**src/rtl/nibble_rotate_unit.sv**
```systemverilog
module nibble_rotate_unit #(
  parameter int NIB_W = 4
) (
  input  logic                 clk,
  input  logic                 rst_n,
  input  logic                 start,
  input  logic                 dir_right,
  input  logic [2*NIB_W-1:0]   acc_in,
  input  logic                 carry_in,
  output logic                 busy,
  output logic                 rd_req,
  input  logic                 rd_ack,
  input  logic [2*NIB_W-1:0]   rd_data,
  output logic                 wr_req,
  output logic [2*NIB_W-1:0]   wr_data,
  input  logic                 wr_ack,
  output logic                 done,
  output logic [2*NIB_W-1:0]   acc_out,
  output logic                 flag_s,
  output logic                 flag_z,
  output logic                 flag_h,
  output logic                 flag_p,
  output logic                 flag_n,
  output logic                 flag_c
);
  localparam int W = 2 * NIB_W;

  typedef enum logic [1:0] {ST_IDLE, ST_READ, ST_WRITE} st_t;
  st_t st;

  logic         dir_q, carry_q;
  logic [W-1:0] acc_q, acc_new_q, mem_new_q;
  logic [W-1:0] acc_calc, mem_calc;

  wire [NIB_W-1:0] a_lo = acc_q[NIB_W-1:0];
  wire [NIB_W-1:0] a_hi = acc_q[W-1:NIB_W];
  wire [NIB_W-1:0] m_lo = rd_data[NIB_W-1:0];
  wire [NIB_W-1:0] m_hi = rd_data[W-1:NIB_W];

  assign acc_calc = dir_q ? {a_hi, m_lo} : {a_hi, m_hi};
  assign mem_calc = dir_q ? {a_lo, m_hi} : {m_lo, a_lo};

  assign busy    = (st != ST_IDLE);
  assign rd_req  = (st == ST_READ);
  assign wr_req  = (st == ST_WRITE);
  assign wr_data = mem_new_q;

  always_ff @(posedge clk or negedge rst_n) begin
    if (!rst_n) begin
      st        <= ST_IDLE;
      dir_q     <= 1'b0;
      carry_q   <= 1'b0;
      acc_q     <= '0;
      acc_new_q <= '0;
      mem_new_q <= '0;
      done      <= 1'b0;
      acc_out   <= '0;
      flag_s    <= 1'b0;
      flag_z    <= 1'b0;
      flag_h    <= 1'b0;
      flag_p    <= 1'b0;
      flag_n    <= 1'b0;
      flag_c    <= 1'b0;
    end else begin
      done <= 1'b0;
      case (st)
        ST_IDLE: if (start) begin
          dir_q   <= dir_right;
          carry_q <= carry_in;
          acc_q   <= acc_in;
          st      <= ST_READ;
        end
        ST_READ: if (rd_ack) begin
          acc_new_q <= acc_calc;
          mem_new_q <= mem_calc;
          st        <= ST_WRITE;
        end
        ST_WRITE: if (wr_ack) begin
          acc_out <= acc_new_q;
          flag_s  <= acc_new_q[W-1];
          flag_z  <= (acc_new_q == '0);
          flag_p  <= ~^acc_new_q;
          flag_h  <= 1'b0;
          flag_n  <= 1'b0;
          flag_c  <= carry_q;
          done    <= 1'b1;
          st      <= ST_IDLE;
        end
        default: st <= ST_IDLE;
      endcase
    end
  end
endmodule

```
**config.mk**
```make
export PLATFORM = sky130hd
export DESIGN_NAME = nibble_rotate_unit
export DESIGN_NICKNAME = d
export VERILOG_FILES = /design/src/rtl/nibble_rotate_unit.sv
export SDC_FILE = /design/constraint.sdc
export NUM_CORES = 1
export LEC_CHECK = 0
export BUFFER_PORTS_ARGS = -buffer_cell sky130_fd_sc_hd__buf_2
export CAP_MARGIN = 20
export CORE_MARGIN = 2
export CORE_UTILIZATION = 40
export CTS_CLUSTER_DIAMETER = 50
export DETAILED_ROUTE_END_ITERATION = 6
export GPL_TIMING_DRIVEN = 0
export REMOVE_ABC_BUFFERS = 1
export SLEW_MARGIN = 30
export SYNTH_ARGS = -nofsm -noshare
export SYNTH_HDL_FRONTEND = slang
export SYNTH_SLANG_ARGS = --single-unit
export TNS_END_PERCENT = 50
```
**constraint.sdc**
```tcl
create_clock -name clk -period 1.7 [get_ports clk]
set_clock_uncertainty 0.15 [all_clocks]
set_input_delay 0.34 -clock clk [delete_from_list [all_inputs] [get_ports clk]]
set_output_delay 0.34 -clock clk [all_outputs]
set_load 0.05 [all_outputs]
```
==> results.md, run 1 <==
- Most common cell in the netlist: dfrtp_1
- Leak: 0.001115 uW
- CP max stage delay: 0.48 ns
- Rows: 24
- Netlist cell types: 20
- Hold WS: 0.1240 ns
- R2r endpoint: acc_q[0]
- Required @ worst endpoint: 1.21 ns
- F_max: 0.5707 GHz
- First-pass GRT wire length: 5934 um
- Failing checks: negative setup slack
- Top_reg_cell synth: dfrtp_1
- Clk sinks: 40
- # placed instances: 239
- Synth warn: 0
- Slew headroom: 56.00%
- Crit-path max FO: 8
- CORE AREA: 4294 um^2
- GR Util All Layers: 15.63%
- FF-to-FF path depth: 3
- Worst reg2reg setup slack: 0.07 ns
- Setup violators final: 2
- Syn avg cell area: 11.69 um^2
- Fill count: 402
- WL final: 3635 um
- Clk_lat worst skew: 0.29 ns
- Maximum VDD drop: 759.0 uV
- Synth area leader: dfrtp_1
- Largest net degree at the start of global routing: 41
- Syn Inst Count: 150
- Register area: 1003 um^2
- Final critical-path required period: 1.752 ns
- CP Cell Sequence: or2b_1 > inv_1 > buf_6
- Wire per inst: 14.42 um
- Hold Path Class: in2reg
- Synth Register Bits: 40
- Drt drc: 0
- Worst min-delay path startpoint: acc_in[2]
- Initial DRC count: 37
- DP Wirelength: 2410 um
- Clock Path Buffers: 2
- Fin util: 50.32%
- Status: finished with violations
- Router iterations before antenna repair: 4
- Top cells by count, synth: 40 x dfrtp_1, 23 x o21ai_0, 22 x nand2_1
- CP Capture Type: output port
- Area contributors post-synth: dfrtp_1 57%, mux2_2 10%, mux2i_1 6.8%
- Fin nets: 226
- Fin. max-slew vios: 0
- Die Span Y: 70.22 um
- Via count: 1220
- Seq/Total Area, Yosys: 57.06%
- Die area: 4931 um^2
- DP Worst Slack: -0.3255 ns
- Num ports: 49
- Vias in the first global route: 1269
- Area of the mapped netlist: 1754 um^2
- Routed vias/inst: 4.841
- CTS Root Buffer Type: clkbuf_8
- H-tree lvl count: 2
- Finished Layout Cells: 252
- Asr flop ratio synth: 100.0%
- Inserted Clock Buffers: 5
- Worst Setup Path Type: reg2out
- Power density cells: 2160 nW/um^2
- Hold path depth: 2
- Slowest-stage cell, CP: dfrtp_2
- Fin. Hold Viols: 0
- EDFF count, synth: 0
- Horiz. Die Dim: 70.22 um
- # port buffers: 46
- Final Cycle Share: 103.1%
- Antenna diodes: 0
- RSZ-0062 raised after global routing: yes
- Clock transition at path regs: 0.08 ns
- Global route overflow: 0
- Initial Util: 40.85%
- Share of the synthesized area in the top cell type: 57.06%
- Layout area overhead: 23.18%
- Final worst slack: -0.05230 ns
- Total of max-cap violations: 0
- Reg-to-reg startpoint: st[1]
- Critical Path AT: 1.26 ns
- Startpoint Class: register
- CTS tree: built
- Worst-Margin Slew: 0.6601 ns
- Hold endpoint: acc_q[2]
- Antenna violations before repair: 0
- Layout cells sized above 1: 38.00%
- Routability cong.: 0.7305
- Post-DRT Antenna Nets: 0
- Area of the multi-input gates: 666.9 um^2
==> stage by stage <==
stage | power (uW) | cell area (um^2) | setup TNS, ns
floorplan | 3351 | 1694 | 0
global placement | 3785 | 1989 | -2.394
detailed placement | 3883 | 1989 | -3.722
CTS | 4705 | 2137 | -0.1883
global route | 4982 | 2161 | -0.1493
finish | 4667 | 2161 | -0.07216
==> flip-flops by register name, summed over array words and instances, names as in the netlist <==
name	flops
acc_new_q	8
acc_out	8
acc_q	8
wr_data	8
st	2
carry_q	1
dir_q	1
done	1
flag_c	1
flag_p	1
flag_z	1
==> worst max-delay path by stage <==
stage | start | cells past startpoint | end
2_1_floorplan | st[1] | 2 | acc_new_q[4]
3_3_place_gp | st[1] | 2 | acc_new_q[6]
3_5_place_dp | st[1] | 2 | acc_new_q[4]
4_1_cts | st[0] | 2 | flag_c
5_1_grt | st[0] | 3 | wr_req
6_report | st[0] | 3 | wr_req
==> placed cells by master, fill, tap and decap left out, drive strengths merged <==
master and n:
nor2 2, and2b 1, ha 4, clkbuf 6, dfrtp 40, mux2i 12
nand3b 4, conb 2, buf 48, dlygate4sd3 1, xor2 1, bufinv 1
or2b 1, nand4 1, o21ai 23, nand2 22, mux2 16, xnor2 2
inv 11, clkinv 1, or2 1
==> worst max-delay path: cells and delay by family, from the launching register on <==
kind | cells | cell delay, ns
buf+inv | 2 | 0.23
flops | 1 | 0.48
simple gates | 1 | 0.27
==> per-layer routing <==
layer	track usage [%]	vias to the layer above	wire (um)
met5	0	-	0
met4	6.197	0	53
met3	4.185	6	155
met2	27.25	33	1884
met1	18.13	585	1540
li1	-	596	-
==> cells by family (layout without fill, tap and decap cells) <==
kind of cell	after synthesis	after routing	share of synthesized area [%]
other	1	2	0.2138
AND/OR/NAND/NOR	30	32	8.702
adder cells (fa/ha/maj)	4	4	2.853
AO/OA/AOI/OAI	23	23	6.562
multiplexers	28	28	17.12
buffers and inverters	21	68	5.991
XOR/XNOR	3	3	1.498
flip-flops	40	40	57.06
==> final cells by class <==
class	instances	area share, %
sequential	40	46.44
inverter	11	1.911
multi-input combinational	92	30.86
timing repair buffer	49	12.80
clock buffer	6	3.358
clock inverter	2	1.621
tap	52	3.011
==> power breakdown <==
group | internal, uW | total, uW | switching, uW
Sequential | 1380 | 1690 | 307
Combinational | 758 | 2220 | 1460
Clock | 436 | 760 | 324
==> what timing repair did <==
item,CTS,global route
gates cloned,1,1
setup buffers,2,0
endpoints found under the setup margin,23,13
hold buffers,0,1
pin swaps,1,0
gates resized for setup,7,1
hold endpoints to repair,0,40
Note: power is estimated with default switching activity, not from simulation.
==> run 2, diff against run 1 <==
--- a/config.mk
+++ b/config.mk
@@ -9,6 +9,7 @@
 export CAP_MARGIN = 20
 export CORE_MARGIN = 2
 export CORE_UTILIZATION = 40
+export CTS_BUF_LIST = sky130_fd_sc_hd__clkbuf_8 sky130_fd_sc_hd__clkbuf_16
 export CTS_CLUSTER_DIAMETER = 50
 export DETAILED_ROUTE_END_ITERATION = 6
 export GPL_TIMING_DRIVEN = 0
@@ -17,4 +18,3 @@
 export SYNTH_ARGS = -nofsm -noshare
 export SYNTH_HDL_FRONTEND = slang
 export SYNTH_SLANG_ARGS = --single-unit
-export TNS_END_PERCENT = 50
==> run 2 against run 1 <==
Net effect: flip-flop and latch count stayed put; count of clock-buffer cells in the layout is 1 lower; critical path depth stayed put; highest routed layer unchanged; maximum frequency is 2.1% higher; sequential power hardly changed; wire length is 1.6% higher; hold slack worse by 0.0014 ns; the flow still finishes with violations (negative setup slack); register-to-register slack worse by 0.03 ns.
==> results.md, run 2 (synthesized netlist as in run 1, its figures left out) <==
- Final critical-path required period: 1.717 ns
- Startpoint Class: register
- Routability cong.: 0.7305
- Sequential share of power: 35.6%
- Initial Util: 40.85%
- Layout cells sized above 1: 39.81%
- GR Util All Layers: 16.30%
- FF-to-FF path depth: 3
- Clock Path Buffers: 2
- Status: finished with violations
- Fin util: 51.28%
- Initial DRC count: 27
- Worst Setup Path Type: reg2out
- GR Util met3: 4.185%
- Finished Layout Cells: 258
- Fin nets: 232
- Num ports: 49
- CTS Root Buffer Type: clkbuf_8
- Antenna diodes: 0
- Clock transition at path regs: 0.08 ns
- RSZ-0062 raised after global routing: yes
- Slew headroom: 55.89%
- Hold path depth: 2
- Via count: 1250
- Rows: 24
- Global route overflow: 0
- Logic pwr share: 48.3%
- Post-DRT Antenna Nets: 0
- GR Util met1: 19.55%
- Psw: 2104 uW
- Die area: 4931 um^2
- Router iterations before antenna repair: 4
- Clk sinks: 40
- Failing checks: negative setup slack
- CORE AREA: 4294 um^2
- First-pass GRT wire length: 6203 um
- Total of max-cap violations: 0
- CTS tree: built
- Commonest non-fill, non-tap cell in the layout: buf_2
- H-tree lvl count: 2
- Wire per inst: 14.31 um
- Fin. Hold Viols: 0
- Layout area overhead: 25.53%
- Antenna violations before repair: 0
- GR peak layer: met2
- Final Cycle Share: 101.0%
- Largest net degree at the start of global routing: 41
- Required @ worst endpoint: 1.21 ns
- Drt drc: 0
- # placed instances: 239
- Worst-Margin Slew: 0.6617 ns
- Critical Path AT: 1.23 ns
- Sw Ratio: 44.69%
- Leak: 0.001147 uW
- Fin. max-slew vios: 0
- CP Capture Type: output port
- Crit-path max FO: 7
- Final worst slack: -0.01698 ns
- Die Span Y: 70.22 um
- DP Wirelength: 2410 um
- Power share of the clock group: 16.0%
- Fill count: 407
- Most frequent cells in the layout: 42 x buf_2, 38 x dfrtp_1, 23 x o21ai_0
- Inserted Clock Buffers: 5
- Clk_lat worst skew: 0.29 ns
- WL final: 3693 um
- Power density cells: 2138 nW/um^2
- Vias in the first global route: 1303
- Setup violators final: 1
- F_max: 0.5824 GHz
- Routed vias/inst: 4.845
- # port buffers: 46
- Maximum VDD drop: 759.3 uV
- Horiz. Die Dim: 70.22 um
- Int Pwr: 2605 uW
- Hold Path Class: in2reg
- Met2 global-route usage: 28.20%
- DP Worst Slack: -0.3255 ns
-- run 2: worst paths after layout --
check / start / endpoint / slack (ns)
worst max-delay path: st[0] / wr_req / -0.02
worst min-delay path: acc_in[2] / acc_q[2] / 0.12
worst max register to register: st[0] / flag_c / 0.04
worst min register to register: acc_out[5] / acc_out[5] / 0.33
max in group asynchronous: rst_n / st[0] / 0.61
min in group asynchronous: rst_n / acc_q[1] / 0.41
-- run 2: final cells by class --
class	count	area (um^2)	area share (%)
sequential	40	1003	45.57
clock buffer	5	68.82	3.125
tap	52	65.06	2.955
multi-input combinational	92	666.9	30.28
clock inverter	3	38.79	1.761
timing repair buffer	55	317.8	14.43
inverter	11	41.29	1.875
-- run 2: critical path, stage by stage, from the launching register on --
cell	delay, ns
dfrtp_2	0.45
or2b_1	0.26
inv_1	0.08
buf_6	0.15
-- run 2: through the flow --
stage	TNS [ns]	area [um^2]	power, uW	hold slack (ns)
CTS	-0.05521	2160	4727	0.04784
global route	-0.1215	2202	5022	0.1180
detailed placement	-3.722	1989	3883	0.3159
global placement	-2.394	1989	3785	0.3081
finish	-0.01698	2202	4709	0.1227
floorplan	0	1694	3351	-0.1056
-- run 2: timing repair --
| action | in CTS | in global routing |
|---|---|---|
| pin swaps | 0 | 1 |
| setup endpoints to repair | 23 | 7 |
| hold buffers | 0 | 1 |
| gates cloned | 2 | 0 |
| gates resized for setup | 7 | 0 |
| buffers inserted | 4 | 4 |
| endpoints found under the hold margin | 0 | 40 |
-- run 2: power groups by stage --
stage          clock, uW  combinational, uW  sequential (uW)
2_1_floorplan          0                925             2430
3_5_place_dp           0               2190             1700
4_1_cts              775               2260             1690
3_3_place_gp           0               2120             1660
5_1_grt              815               2450             1750
6_report             756               2280             1680
-- run 2: routing by layer --
metal  part of all wire (%)  up-vias
met4                    1.4        0
met1                     43      601
met3                    4.0        6
li1                       -      608
met2                     52       35
met5                      0        -
==> run 3, diff against run 2 <==
--- a/config.mk
+++ b/config.mk
@@ -8,7 +8,7 @@
 export BUFFER_PORTS_ARGS = -buffer_cell sky130_fd_sc_hd__buf_2
 export CAP_MARGIN = 20
 export CORE_MARGIN = 2
-export CORE_UTILIZATION = 40
+export CORE_UTILIZATION = 36
 export CTS_BUF_LIST = sky130_fd_sc_hd__clkbuf_8 sky130_fd_sc_hd__clkbuf_16
 export CTS_CLUSTER_DIAMETER = 50
 export DETAILED_ROUTE_END_ITERATION = 6
==> run 3 against run 2 <==
Net effect: the run still ends with negative setup slack left; final area grew 0.34%; flip-flop and latch count is the same; final cell count grew 5.0%; non-clock buffer count shrank 1; utilization shrank 4.5 points; total power shrank 1.8%.
==> results.md, run 3 (synthesized netlist as in run 1, its figures left out) <==
- Required @ worst endpoint: 1.21 ns
- Layout area overhead: 25.96%
- Initial DRC count: 37
- Clock Path Buffers: 2
- Most frequent cells in the layout: 42 x buf_2, 38 x dfrtp_1, 23 x o21ai_0
- Fin nets: 230
- Wire per inst: 11.58 um
- Fin. Hold Viols: 0
- # port buffers: 46
- Status: finished with violations
- GR Util All Layers: 12.63%
- Worst-Margin Slew: 0.6218 ns
- CP Capture Type: output port
- DP Wirelength: 2161 um
- Final setup TNS: -0.008981 ns
- Post-placement cell area: 2019 um^2
- Antenna diodes: 0
- Power density cells: 2092 nW/um^2
- Slew headroom: 58.55%
- Design area: 2210 um^2
- Failing checks: negative setup slack
- F_max: 0.5851 GHz
- Fill count: 462
- Router iterations before antenna repair: 4
- Die area: 5447 um^2
- Commonest non-fill, non-tap cell in the layout: buf_2
- Fin util: 46.78%
- Layout cells sized above 1: 39.71%
- Maximum VDD drop: 896.8 uV
- Drt drc: 0
- Post-DRT Antenna Nets: 0
- Num ports: 49
- Total of max-cap violations: 0
- Crit-path max FO: 7
- Vias in the first global route: 1153
- Clock transition at path regs: 0.08 ns
- WL final: 3138 um
- Fin. max-slew vios: 0
- Initial Util: 37.14%
- Clk sinks: 40
- CORE AREA: 4723 um^2
- Final Cycle Share: 100.5%
- Critical Path AT: 1.22 ns
- RSZ-0062 raised after global routing: yes
- Inserted Clock Buffers: 5
- Hold Path Class: in2reg
- Leak: 0.001141 uW
- Area of the multi-input gates: 659.4 um^2
- First-pass GRT wire length: 5237 um
- CTS Root Buffer Type: clkbuf_8
- Routed vias/inst: 4.391
- Die Span Y: 73.81 um
- Rows: 25
- Via count: 1190
- Startpoint Class: register
- CTS tree: built
- Horiz. Die Dim: 73.81 um
- Setup violators final: 1
- Routability cong.: 0.7140
- Antenna violations before repair: 0
- Final worst slack: -0.008981 ns
- Clk_lat worst skew: 0.28 ns
- Final critical-path required period: 1.709 ns
- Hold WS: 0.1324 ns
- Global route overflow: 0
- Total power: 4623 uW
- H-tree lvl count: 2
- Register area: 1003 um^2
- Worst Setup Path Type: reg2out
- Largest net degree at the start of global routing: 41
## run 3: changes by cell type in the layout (fill, tap and decap cells not counted)
cell / previous run / this run
buf_6: 2 / 3
buf_4: 10 / 8
nand3b_1: 4 / 3
## run 3: critical path, cell delays in order (launching register included)
cell and delay, ns:
dfrtp_2 0.45, or2b_1 0.26, inv_1 0.08, buf_6 0.15
## run 3: path summary, 6_finish.rpt
path                             from          to  slack [ns]  depth (start not counted)
min                          carry_in     carry_q        0.13                          2
max                             st[0]      wr_req      -0.009                          3
min in group asynchronous       rst_n  acc_out[6]        0.41                          2
max in group asynchronous       rst_n       st[0]        0.64                          2
max reg2reg                     st[0]    acc_q[3]        0.13                          3
min reg2reg                acc_out[6]  acc_out[6]        0.33                          2
## run 3: timing repair
action,in CTS,in global routing
setup endpoints to repair,3,21
setup buffers,0,6
pin swaps,0,1
hold endpoints to repair,0,40
resized for setup,4,4
hold buffers,0,1
cloned,0,1
## run 3: power by group
group / switching [uW] / internal [uW] / total, uW
logic: 1430 / 783 / 2220
registers: 283 / 1380 / 1660
clock network: 313 / 430 / 743
## run 3: layer usage
metal	global-route usage, %	vias to the layer above	wire length (um)
met1	15.65	555	1451
met5	0	-	0
met2	20.83	34	1500
li1	-	599	-
met4	4.242	0	11
met3	3.978	2	175
## run 3: stage by stage
step           cells  setup slack (ns)
2_1_floorplan    141           0.02577
3_3_place_gp     254           -0.3749
3_5_place_dp     255          -0.06714
4_1_cts          263          -0.06819
5_1_grt          271          -0.05913
6_report         271         -0.008981
## run 3: final cells by class
class                           instances  share of cell area (%)
Inverter                               11                   1.869
Timing Repair Buffer                   54                   14.21
Tap cell                               67                   3.794
Clock inverter                          3                   1.755
Multi-Input combinational cell         91                   29.84
Clock buffer                            5                   3.114
Sequential cell                        40                   45.41
